==> config.mk <==
export PLATFORM = sky130hd
export DESIGN_NAME = sfd_top
export DESIGN_NICKNAME = d
export VERILOG_FILES = /design/src/rtl/sfd_pkg.sv /design/src/rtl/sfd_spi_if.sv /design/src/rtl/sfd_cmd.sv /design/src/rtl/sfd_top.sv
export SDC_FILE = /design/constraint.sdc
export NUM_CORES = 1
export LEC_CHECK = 0
export ABC_AREA = 1
export BUFFER_PORTS_ARGS = -buffer_cell sky130_fd_sc_hd__buf_4
export CAP_MARGIN = 20
export CORE_MARGIN = 1.5
export CORE_UTILIZATION = 47
export DETAILED_ROUTE_END_ITERATION = 10
export PLACE_DENSITY = 0.63
export SLEW_MARGIN = 25
export SYNTH_ARGS = -nofsm -noshare
export SYNTH_HDL_FRONTEND = slang
export SYNTH_SLANG_ARGS = --single-unit
export TNS_END_PERCENT = 10
==> constraint.sdc <==
create_clock -name clk -period 4.9 [get_ports clk]
set_input_delay 0.98 -clock clk [delete_from_list [all_inputs] [get_ports clk]]
set_output_delay 0.98 -clock clk [all_outputs]
set_load 0.1 [all_outputs]
==> src/rtl/sfd_pkg.sv <==
package sfd_pkg;
  localparam logic [7:0] OP_STATUS  = 8'hD7;
  localparam logic [7:0] OP_IDENT   = 8'h9F;
  localparam logic [7:0] OP_LOCK_RD = 8'h35;
  localparam logic [7:0] OP_SEC_RD  = 8'h77;
  localparam logic [7:0] OP_SEC_PRG = 8'h9B;
  localparam logic [7:0] OP_ERASE   = 8'h81;

  localparam logic [31:0] SEQ_UNPROT = 32'h3D2A_7F9A;
  localparam logic [31:0] SEQ_PROT   = 32'h3D2A_7FA9;
  localparam logic [31:0] SEQ_PAGE   = 32'h3D2A_80A6;
  localparam logic [31:0] SEQ_LOCK   = 32'h3D2A_7F30;

  // fixed pattern of the upper security half
  function automatic logic [7:0] factory_byte(input logic [6:0] a);
    return 8'(32'(a) * 37) + 8'h5A;
  endfunction

  function automatic logic [7:0] pack_status(input logic rdy, input logic prot,
                                             input logic p1024);
    return {rdy, 5'b0, prot, p1024};
  endfunction

  function automatic logic [7:0] id_byte(input logic [31:0] w, input logic [1:0] n);
    return w[8*(3-int'(n)) +: 8];
  endfunction
endpackage

==> src/rtl/sfd_spi_if.sv <==
module sfd_spi_if (
  input  logic       clk,
  input  logic       rst_n,
  input  logic       cs_n,
  input  logic       sclk,
  input  logic       mosi,
  input  logic [7:0] tx_byte,
  output logic       miso,
  output logic       byte_done,
  output logic [7:0] rx_byte,
  output logic       frame_end
);
  logic       sclk_q, cs_q;
  logic [2:0] bit_cnt;
  logic [7:0] rx_sh, tx_sh;
  logic       sclk_rise, sclk_fall;

  assign sclk_rise = sclk & ~sclk_q & ~cs_n;
  assign sclk_fall = ~sclk & sclk_q & ~cs_n;

  always_ff @(posedge clk or negedge rst_n) begin
    if (!rst_n) begin
      sclk_q <= 1'b1;
      cs_q <= 1'b1;
      bit_cnt <= '0;
      rx_sh <= '0;
      tx_sh <= '0;
      miso <= 1'b0;
      byte_done <= 1'b0;
      rx_byte <= '0;
      frame_end <= 1'b0;
    end else begin
      sclk_q <= sclk;
      cs_q <= cs_n;
      byte_done <= 1'b0;
      frame_end <= cs_n & ~cs_q;
      if (cs_n) begin
        bit_cnt <= '0;
        miso <= 1'b0;
      end else begin
        if (sclk_rise) begin
          rx_sh <= {rx_sh[6:0], mosi};
          bit_cnt <= bit_cnt + 3'd1;
          if (bit_cnt == 3'd7) begin
            byte_done <= 1'b1;
            rx_byte <= {rx_sh[6:0], mosi};
          end
        end
        if (sclk_fall) begin
          if (bit_cnt == 3'd0) begin
            miso <= tx_byte[7];
            tx_sh <= {tx_byte[6:0], 1'b0};
          end else begin
            miso <= tx_sh[7];
            tx_sh <= {tx_sh[6:0], 1'b0};
          end
        end
      end
    end
  end
endmodule

==> src/rtl/sfd_cmd.sv <==
module sfd_cmd
  import sfd_pkg::*;
#(
  parameter int N_SECT = 8,
  parameter logic [31:0] ID_WORD = 32'h1F28_0100,
  parameter int BUSY_CYC = 600,
  parameter logic [N_SECT-1:0] PROT_MASK = 'h0F
) (
  input  logic              clk,
  input  logic              rst_n,
  input  logic              cs_n,
  input  logic              wp_n,
  input  logic              byte_done,
  input  logic              frame_end,
  input  logic [7:0]        rx_byte,
  output logic [7:0]        tx_byte,
  output logic              erase_go,
  output logic              erase_rej,
  output logic              ready,
  output logic              prot_en,
  output logic              page1024,
  output logic [N_SECT-1:0] lock
);
  localparam int SW = (N_SECT > 1) ? $clog2(N_SECT) : 1;
  localparam int CW = $clog2(BUSY_CYC + 1);
  localparam int SEC_USER = 64;

  logic [7:0]  idx, opcode;
  logic [31:0] seq;
  logic        otp_done, otp_wr;
  logic [CW-1:0] busy_cnt;
  logic [7:0]  user_mem [SEC_USER];

  logic [31:0] word4;
  logic [7:0]  rofs, addr_hi;
  logic        at_seq4, unprot_hit, prot_hit, page_hit, lock_hit, erase_cmd;
  logic        erase_block, sec_wr;
  logic [SW-1:0] erase_sec, lock_sel;
  logic [N_SECT-1:0] lock_set;

  assign word4      = {seq[23:0], rx_byte};
  assign rofs       = idx - 8'd4;
  assign addr_hi    = seq[15:8];
  assign at_seq4    = byte_done && (idx == 8'd3);
  assign unprot_hit = at_seq4 && (word4 == SEQ_UNPROT);
  assign prot_hit   = at_seq4 && (word4 == SEQ_PROT);
  assign page_hit   = at_seq4 && (word4 == SEQ_PAGE);
  assign lock_sel   = rx_byte[SW-1:0];
  assign lock_hit   = byte_done && (idx == 8'd4) && (seq == SEQ_LOCK) &&
                      (32'(rx_byte) < N_SECT);
  assign erase_cmd  = at_seq4 && (seq[23:16] == OP_ERASE);
  assign erase_sec  = addr_hi[SW-1:0];
  assign ready      = (busy_cnt == '0);
  assign erase_block = lock[erase_sec] | (PROT_MASK[erase_sec] & (prot_en | ~wp_n));
  assign erase_go   = erase_cmd & ~erase_block & ready;
  assign erase_rej  = erase_cmd & ~erase_go;
  assign sec_wr     = byte_done && (opcode == OP_SEC_PRG) && (idx >= 8'd4) &&
                      (rofs < 8'(SEC_USER)) && !otp_done;

  for (genvar s = 0; s < N_SECT; s++) begin : g_lock
    assign lock_set[s] = lock_hit && (lock_sel == SW'(s));
  end

  always_ff @(posedge clk or negedge rst_n) begin
    if (!rst_n) begin
      idx <= '0;
      opcode <= '0;
      seq <= '0;
      prot_en <= 1'b1;
      page1024 <= 1'b0;
      lock <= '0;
      busy_cnt <= '0;
      otp_done <= 1'b0;
      otp_wr <= 1'b0;
      for (int i = 0; i < SEC_USER; i++) user_mem[i] <= 8'hFF;
    end else begin
      if (cs_n) idx <= '0;
      else if (byte_done && idx != 8'hFF) idx <= idx + 8'd1;
      if (byte_done && idx == 8'd0) opcode <= rx_byte;
      if (byte_done && idx < 8'd4) seq <= word4;
      if (unprot_hit) prot_en <= 1'b0;
      if (prot_hit) prot_en <= 1'b1;
      if (page_hit) page1024 <= 1'b1;
      lock <= lock | lock_set;
      if (erase_go) busy_cnt <= CW'(BUSY_CYC);
      else if (!ready) busy_cnt <= busy_cnt - 1'b1;
      if (sec_wr) begin
        user_mem[rofs[5:0]] <= rx_byte;
        otp_wr <= 1'b1;
      end
      if (frame_end) begin
        otp_done <= otp_done | otp_wr;
        otp_wr <= 1'b0;
      end
    end
  end

  always_comb begin
    tx_byte = '0;
    if (idx != 8'd0) begin
      case (opcode)
        OP_STATUS: tx_byte = pack_status(ready, prot_en, page1024);
        OP_IDENT:  if (idx <= 8'd4) tx_byte = id_byte(ID_WORD, 2'(idx - 8'd1));
        OP_LOCK_RD:
          if (idx >= 8'd4 && 32'(rofs) < N_SECT) tx_byte = {8{lock[rofs[SW-1:0]]}};
        OP_SEC_RD:
          if (idx >= 8'd4 && rofs < 8'd128)
            tx_byte = (rofs < 8'(SEC_USER)) ? user_mem[rofs[5:0]] : factory_byte(rofs[6:0]);
        default: tx_byte = '0;
      endcase
    end
  end
endmodule

==> src/rtl/sfd_top.sv <==
module sfd_top #(
  parameter int N_SECT = 8,
  parameter logic [31:0] ID_WORD = 32'h1F28_0100,
  parameter int BUSY_CYC = 600,
  parameter logic [N_SECT-1:0] PROT_MASK = 'h0F
) (
  input  logic clk,
  input  logic rst_n,
  input  logic cs_n,
  input  logic sclk,
  input  logic mosi,
  input  logic wp_n,
  output logic miso
);
  logic [7:0] tx_byte, rx_byte;
  logic byte_done, frame_end;
  logic erase_go, erase_rej, ready, prot_en, page1024;
  logic [N_SECT-1:0] lock_bits;

  sfd_spi_if u_port (
    .clk(clk), .rst_n(rst_n), .cs_n(cs_n), .sclk(sclk), .mosi(mosi),
    .tx_byte(tx_byte), .miso(miso), .byte_done(byte_done),
    .rx_byte(rx_byte), .frame_end(frame_end)
  );

  sfd_cmd #(.N_SECT(N_SECT), .ID_WORD(ID_WORD), .BUSY_CYC(BUSY_CYC),
            .PROT_MASK(PROT_MASK)) u_cmd (
    .clk(clk), .rst_n(rst_n), .cs_n(cs_n), .wp_n(wp_n),
    .byte_done(byte_done), .frame_end(frame_end), .rx_byte(rx_byte),
    .tx_byte(tx_byte), .erase_go(erase_go), .erase_rej(erase_rej),
    .ready(ready), .prot_en(prot_en), .page1024(page1024), .lock(lock_bits)
  );
endmodule

==> results of run 1 <==
==> per-layer routing <==
metal	GRT usage	wire, µm
met5	0	0
met3	0.0359	3590
met2	0.394	37700
met1	0.357	39300
met4	0.0610	1750
==> flip-flops by register name (all words and copies together) (netlist names) <==
name,cells
u_port.frame_end,1
u_cmd.opcode,8
u_cmd.seq,32
u_port.byte_done,1
u_cmd.lock,8
u_cmd.otp_wr,1
u_port.rx_byte,8
u_cmd.prot_en,1
u_port.tx_sh,7
u_cmd.idx,8
u_port.cs_q,1
u_cmd.busy_cnt,10
u_port.sclk_q,1
u_port.bit_cnt,3
u_cmd.user_mem,512
u_cmd.page1024,1
u_cmd.otp_done,1
u_port.miso,1
u_port.rx_sh,7
==> metrics by stage <==
| step | util | setup slack, ns | instance area [µm²] |
|---|---|---|---|
| 4_1_cts | 0.517 | 0.888 | 33500 |
| 3_5_place_dp | 0.481 | 0.901 | 31200 |
| 5_1_grt | 0.517 | 0.576 | 33500 |
| 6_report | 0.517 | 0.896 | 33500 |
| 2_1_floorplan | - | 0.205 | 31000 |
| 3_3_place_gp | 0.481 | 0.940 | 31200 |
==> area by class of cell <==
cell class | count | area share
clock inverter | 22 | 0.00866
sequential | 612 | 0.476
multi-input combinational | 2673 | 0.387
clock buffer | 103 | 0.0616
inverter | 183 | 0.0208
timing repair buffer | 42 | 0.0141
tap | 855 | 0.0319
==> path summary, 6_finish.rpt <==
check | to | depth (start not counted)
max in group asynchronous | u_cmd.user_mem[127]$_DFFE_PN1P_ | 2
worst min register to register | u_cmd.user_mem[344]$_DFFE_PN1P_ | 2
min in group asynchronous | u_cmd.user_mem[170]$_DFFE_PN1P_ | 1
worst min-delay path | u_cmd.user_mem[344]$_DFFE_PN1P_ | 2
worst max register to register | u_port.miso$_DFFE_PN0P_ | 23
worst max-delay path | u_port.miso$_DFFE_PN0P_ | 23
==> cells by family (layout without fill, tap and decap cells) <==
logic type / after synthesis / count (layout)
AOI/OAI and AO/OA: 699 / 699
xor gates and xnor gates: 10 / 10
adders and majority gates: 32 / 32
buffers and inverters: 447 / 350
DFF: 612 / 612
and+or+nand+nor: 1930 / 1930
muxes: 2 / 2
==> power groups by stage <==
stage	combinational, W	clock [W]	sequential [W]
2_1_floorplan	0.0000376	0	0.00519
3_3_place_gp	0.000169	0	0.00519
5_1_grt	0.000189	0.00572	0.00511
3_5_place_dp	0.000169	0	0.00519
4_1_cts	0.000169	0.00551	0.00511
6_report	0.000162	0.00540	0.00511
==> cells in the mapped netlist, types with 4 or more instances <==
master | number | share of area
buf_2 | 27 | 0.0044
nand4_2 | 13 | 0.0053
clkbuf_1 | 143 | 0.017
nor3_1 | 11 | 0.0018
buf_1 | 27 | 0.0033
dfstp_2 | 515 | 0.44
buf_12 | 4 | 0.0026
inv_1 | 176 | 0.021
ha_1 | 29 | 0.012
or2_2 | 22 | 0.0044
nand3_1 | 348 | 0.056
inv_2 | 6 | 0.00073
nand4_1 | 13 | 0.0026
o211ai_1 | 16 | 0.0039
o21ai_0 | 172 | 0.028
dfrtp_1 | 97 | 0.078
nor2_4 | 7 | 0.0025
nand2_1 | 1347 | 0.16
nand4_4 | 41 | 0.028
o21bai_1 | 4 | 0.00097
nor4_1 | 14 | 0.0028
buf_4 | 52 | 0.013
o21ai_1 | 457 | 0.074
buf_6 | 9 | 0.0033
nor2_1 | 103 | 0.012
xor2_1 | 7 | 0.0020
a21oi_1 | 35 | 0.0057
nand3_4 | 8 | 0.0045
==> critical path, delay by kind of cell (launching register included) <==
| family | cells | cell delay (ns) |
|---|---|---|
| buffers and inverters | 5 | 0.65 |
| and+or+nand+nor | 12 | 0.92 |
| adders and majority gates | 5 | 1.71 |
| DFF | 1 | 0.44 |
| AOI/OAI and AO/OA | 1 | 0.16 |
==> results.toml, run 1 <==
[floorplanning]
die-area_mm2 = 0.0674
start_util = 0.478
pin_count = 7
die_h_um = 260
rows = 93
design.core.area_mm2 = 0.0648
die_w_um = 260

[logic_synthesis]
synth-seq-area-share = 0.515
synth_compound_area_frac = 0.116
synthMuxAreaShare = 0.000727
post_synth.cell_area_avg_um2 = 8.30
ys_ff_latch = 612
yosys_warnings = 0
synth_top_family_by_area = "simple AND/OR/NAND/NOR gates"
synth_cell_types = 46
synth_simple_gate_area_frac = 0.285
syn_nets = 3770
async_flop_share = 1.00
synth_ff_type = "dfstp_2"
synth_adder_area_share = 0.0137
synth_edf_count = 0
netlist_instances = 3732
synth-xor-area-share = 0.00283
syn_area_mm2 = 0.0310

[sta]
fmax_mhz = 250
setup_viol = 0
rsz0062_at_grt = "no"
hold_slack_ns = 0.469
fin_tns_setup_ns = 0
final_hold_viol_count = 0
slew_headroom = 0.300
min_period_ns = 4.00
worst-slew-pin-transition_ns = 1.05
final_max_slew_viol_count = 0
timing.final.crit_share = 0.817
fin_worst_skew_ns = 0.0265

[cts]
cts_setup_buffers = 0
cts_max_path_buffers = 3
cts.sinks = 612
clock_latency_ns = 0.62
clk_pin_slew_ns = 0.06
ctsResizeCount = 0
hold_buffers = 0
cts_root_buf = "clkbuf_16"
numCtsBuffers = 69
cts_tree = "yes"
htreeDepth = 3

[route]
vias = 24300
post_drt_wl_per_cell_um = 18.3
firstDrtPassIters = 6
drc = 0
ant_nets = 0
totalWireLength_mm = 82.3
viasPerCell = 5.42
drtIter0Drc = 2371

[setup_path]
worstPathCellList = "inv_2 -> buf_4 -> nand3_1 -> nand2_1 -> ha_1 -> ha_1 -> inv_1 -> fa_1 -> fa_1 -> inv_1 -> ha_1 -> nand2_1 -> nor2_1 -> a211oi_1 -> nand2_1 -> nand3_1 -> nand3_1 -> nand2_1 -> inv_1 -> nand2_1 -> nand2_1 -> nand2_1 -> nand2_1"
crit_fanout = 29
cp-end-kind = "flop"
cp_slowest_cell = "fa_1"
critPathKind = "reg2reg"
cp.arrival_ns = 4.52
start_kind = "flop"
reg2reg_from = "u_cmd.idx[2]$_DFFE_PN0P_"
startpoint = "u_cmd.idx[2]$_DFFE_PN0P_"
worstPathRequired_ns = 5.41
ff2ff_setup_slack_ns = 0.90
critPathMaxStageDelay_ns = 0.52
path_common_cell = "nand2_1"

[min_path]
worstHoldStart = "u_cmd.user_mem[344]$_DFFE_PN1P_"
hp-class = "reg2reg"

[global_routing]
antenna_found_initial = 0
grt_pass1_vias = 23400
grt_overflow = 0
grt_pass1_wl_mm = 133
grt_max_degree = 177
gr-usage-all-layers = 0.248

[power]
powerDensity_mw_per_mm2 = 318
p_int_w = 0.00838
seqPwrFrac = 0.479
clockPowerShare = 0.506
combPwrFrac = 0.015
leakage_nw = 12.5
p_sw_frac = 0.215
peakVddDrop_mv = 0.253
p_switching_w = 0.00230
total_power_w = 0.0107

[place]
hpwlAfterDp_mm = 47.2
dp.cells = 4365
gp_congestion = 0.863
portBuffers = 6

[final_layout]
final-seq-area_mm2 = 0.0160
fillers = 6125
drive_above_1_share = 0.216
mostFrequentLayoutCell = "nand2_1"
multi_input_area_mm2 = 0.0130
final_cells = 4490
nets = 3619
syn2layout_area_growth_pct = 8.29
final_cell_mix = "1,347 x nand2_1, 515 x dfstp_2, 457 x o21ai_1, 348 x nand3_1, 172 x o21ai_0"
n_antenna_cell = 0

[job]
cap_viol_max_count = 0

[run_status]
outcome = "complete, no violations"
Power figures use the tool's default switching activity.
==> inputs of run 2 (changes only) <==
- PLACE_DENSITY: 0.63 -> 0.61
- clock period: 4.9 -> 3.83 ns (I/O delays scaled with it)
==> run 2 against run 1 <==
Utilization up 0.27 points. Via count up 0.37%. Clock power up 18%. Sequential share of layout area down 0.24 points. First-iteration DRC count down 16%. Critical endpoint unchanged. Combinational power up 33%. Cell area up 0.52%. Non-clock buffer count up 30. Critical path depth up 1. Die area unchanged.
==> results.toml, run 2 (synthesis results as in run 1) <==
[run_status]
outcome = "complete, no violations"

[final_layout]
top_register = "u_cmd.user_mem"
final_cell_mix = "1,346 x nand2_1, 515 x dfstp_2, 457 x o21ai_1, 348 x nand3_1, 172 x o21ai_0"
mostFrequentLayoutCell = "nand2_1"
utilization = 0.520
syn2layout_area_growth_pct = 8.85
largest_reg_flops = 512
top_regs = "u_cmd.user_mem x512, u_cmd.seq x32, u_cmd.busy_cnt x10"
nets = 3649
n_antenna_cell = 0
drive_above_1_share = 0.222
final_cells = 4508

[route]
post_drt_wl_per_cell_um = 18.6
ant_nets = 0
vias = 24400
drc = 0
drtIter0Drc = 1998
firstDrtPassIters = 7
viasPerCell = 5.42
totalWireLength_mm = 83.7

[setup_path]
rr_worst_depth = 24
cp.arrival_ns = 4.11
start_kind = "flop"
cp-end-kind = "flop"
worstPathRequired_ns = 4.38
crit_fanout = 14
critPathKind = "reg2reg"

[global_routing]
grt_pass1_wl_mm = 135
grt_use_met1 = 0.358
grt_pass1_vias = 23400
antenna_found_initial = 0
grt_overflow = 0
gr-usage-met2 = 0.399
gr-usage-all-layers = 0.254
use_met3 = 0.0353
busiest_layer = "met2"
grt_max_degree = 142

[power]
peakVddDrop_mv = 0.359
total_power_w = 0.0131
powerDensity_mw_per_mm2 = 389
leakage_nw = 12.6

[sta]
final_max_slew_viol_count = 0
fin_tns_setup_ns = 0
slew_headroom = 0.289
final_hold_viol_count = 0
hold_slack_ns = 0.259
fin_worst_skew_ns = 0.0244
min_period_ns = 3.56
fmax_mhz = 281
timing.final.crit_share = 0.930
setup_viol = 0
worst-slew-pin-transition_ns = 1.07
rsz0062_at_grt = "no"

[floorplanning]
die_w_um = 260
die_h_um = 260
start_util = 0.478
die-area_mm2 = 0.0674
rows = 93
pin_count = 7
design.core.area_mm2 = 0.0648

[place]
portBuffers = 6
gp_congestion = 0.855
dp.cells = 4394
hpwlAfterDp_mm = 49.5

[cts]
clk_pin_slew_ns = 0.06
cts_root_buf = "clkbuf_16"
htreeDepth = 3
cts.sinks = 612
cts_tree = "yes"
cts_max_path_buffers = 3
clock_latency_ns = 0.61
numCtsBuffers = 69

[min_path]
hp-class = "in2async"

[job]
cap_viol_max_count = 0
run 2: worst max-delay path, stage by stage (launching register included):
cell,delay [ns]
dfrtp_2,0.45
clkinv_8,0.12
ha_1,0.19
inv_1,0.08
nand2_1,0.06
nand2_1,0.08
ha_1,0.29
inv_1,0.05
fa_1,0.50
fa_1,0.51
inv_2,0.05
ha_4,0.22
nand2_2,0.06
nor2_1,0.04
a211oi_2,0.19
nand2_1,0.09
inv_1,0.05
nand2_1,0.04
nand3_1,0.07
nand2_1,0.05
inv_1,0.04
nand2_1,0.04
nand2_1,0.07
nand2_1,0.05
nand2_1,0.07
run 2: final timing paths:
path,startpoint,endpoint,slack [ns]
min in group clk,sclk,u_port.sclk_q$_DFF_PN1_,0.28
worst min-delay path,rst_n,u_cmd.idx[5]$_DFFE_PN0P_,0.26
worst min register to register,u_cmd.user_mem[327]$_DFFE_PN1P_,u_cmd.user_mem[327]$_DFFE_PN1P_,0.47
max in group asynchronous,rst_n,u_cmd.user_mem[47]$_DFFE_PN1P_,2.60
worst max-delay path,u_cmd.idx[2]$_DFFE_PN0P_,u_port.miso$_DFFE_PN0P_,0.27
worst max register to register,u_cmd.idx[2]$_DFFE_PN0P_,u_port.miso$_DFFE_PN0P_,0.27
run 2: layout make-up:
type                            instances  area, µm²
Sequential cell                       612      16000
Clock buffer                          104       2070
Timing Repair Buffer                   72        811
Tap cell                              855       1070
Clock inverter                          9       48.8
Multi-Input combinational cell       2673      13000
Fill cell                            6202      31100
Inverter                              183        717
run 2: routing by layer:
metal	wire length, µm	up-vias
met4	2550	0
met3	3640	145
met2	38400	507
met1	39100	11800
met5	0	-
li1	-	12000
run 2: repair_timing:
action | in CTS | in global routing
setup buffers | 0 | 1
resized for setup | 0 | 4
hold buffers | 0 | 0
endpoints found under the setup margin | 0 | 1
run 2: stage by stage:
step | cell area, µm² | worst slack, ns
global route | 33700 | 0.0134
detailed placement | 31600 | 0.208
CTS | 33700 | 0.176
global placement | 31600 | 0.214
floorplan | 31100 | -0.0543
finish | 33700 | 0.267
run 2: where the power goes:
group	total [W]	internal [W]	switching [W]
combinational	0.000216	0.0000486	0.000168
sequential	0.00654	0.00653	0.0000152
clock	0.00636	0.00371	0.00265
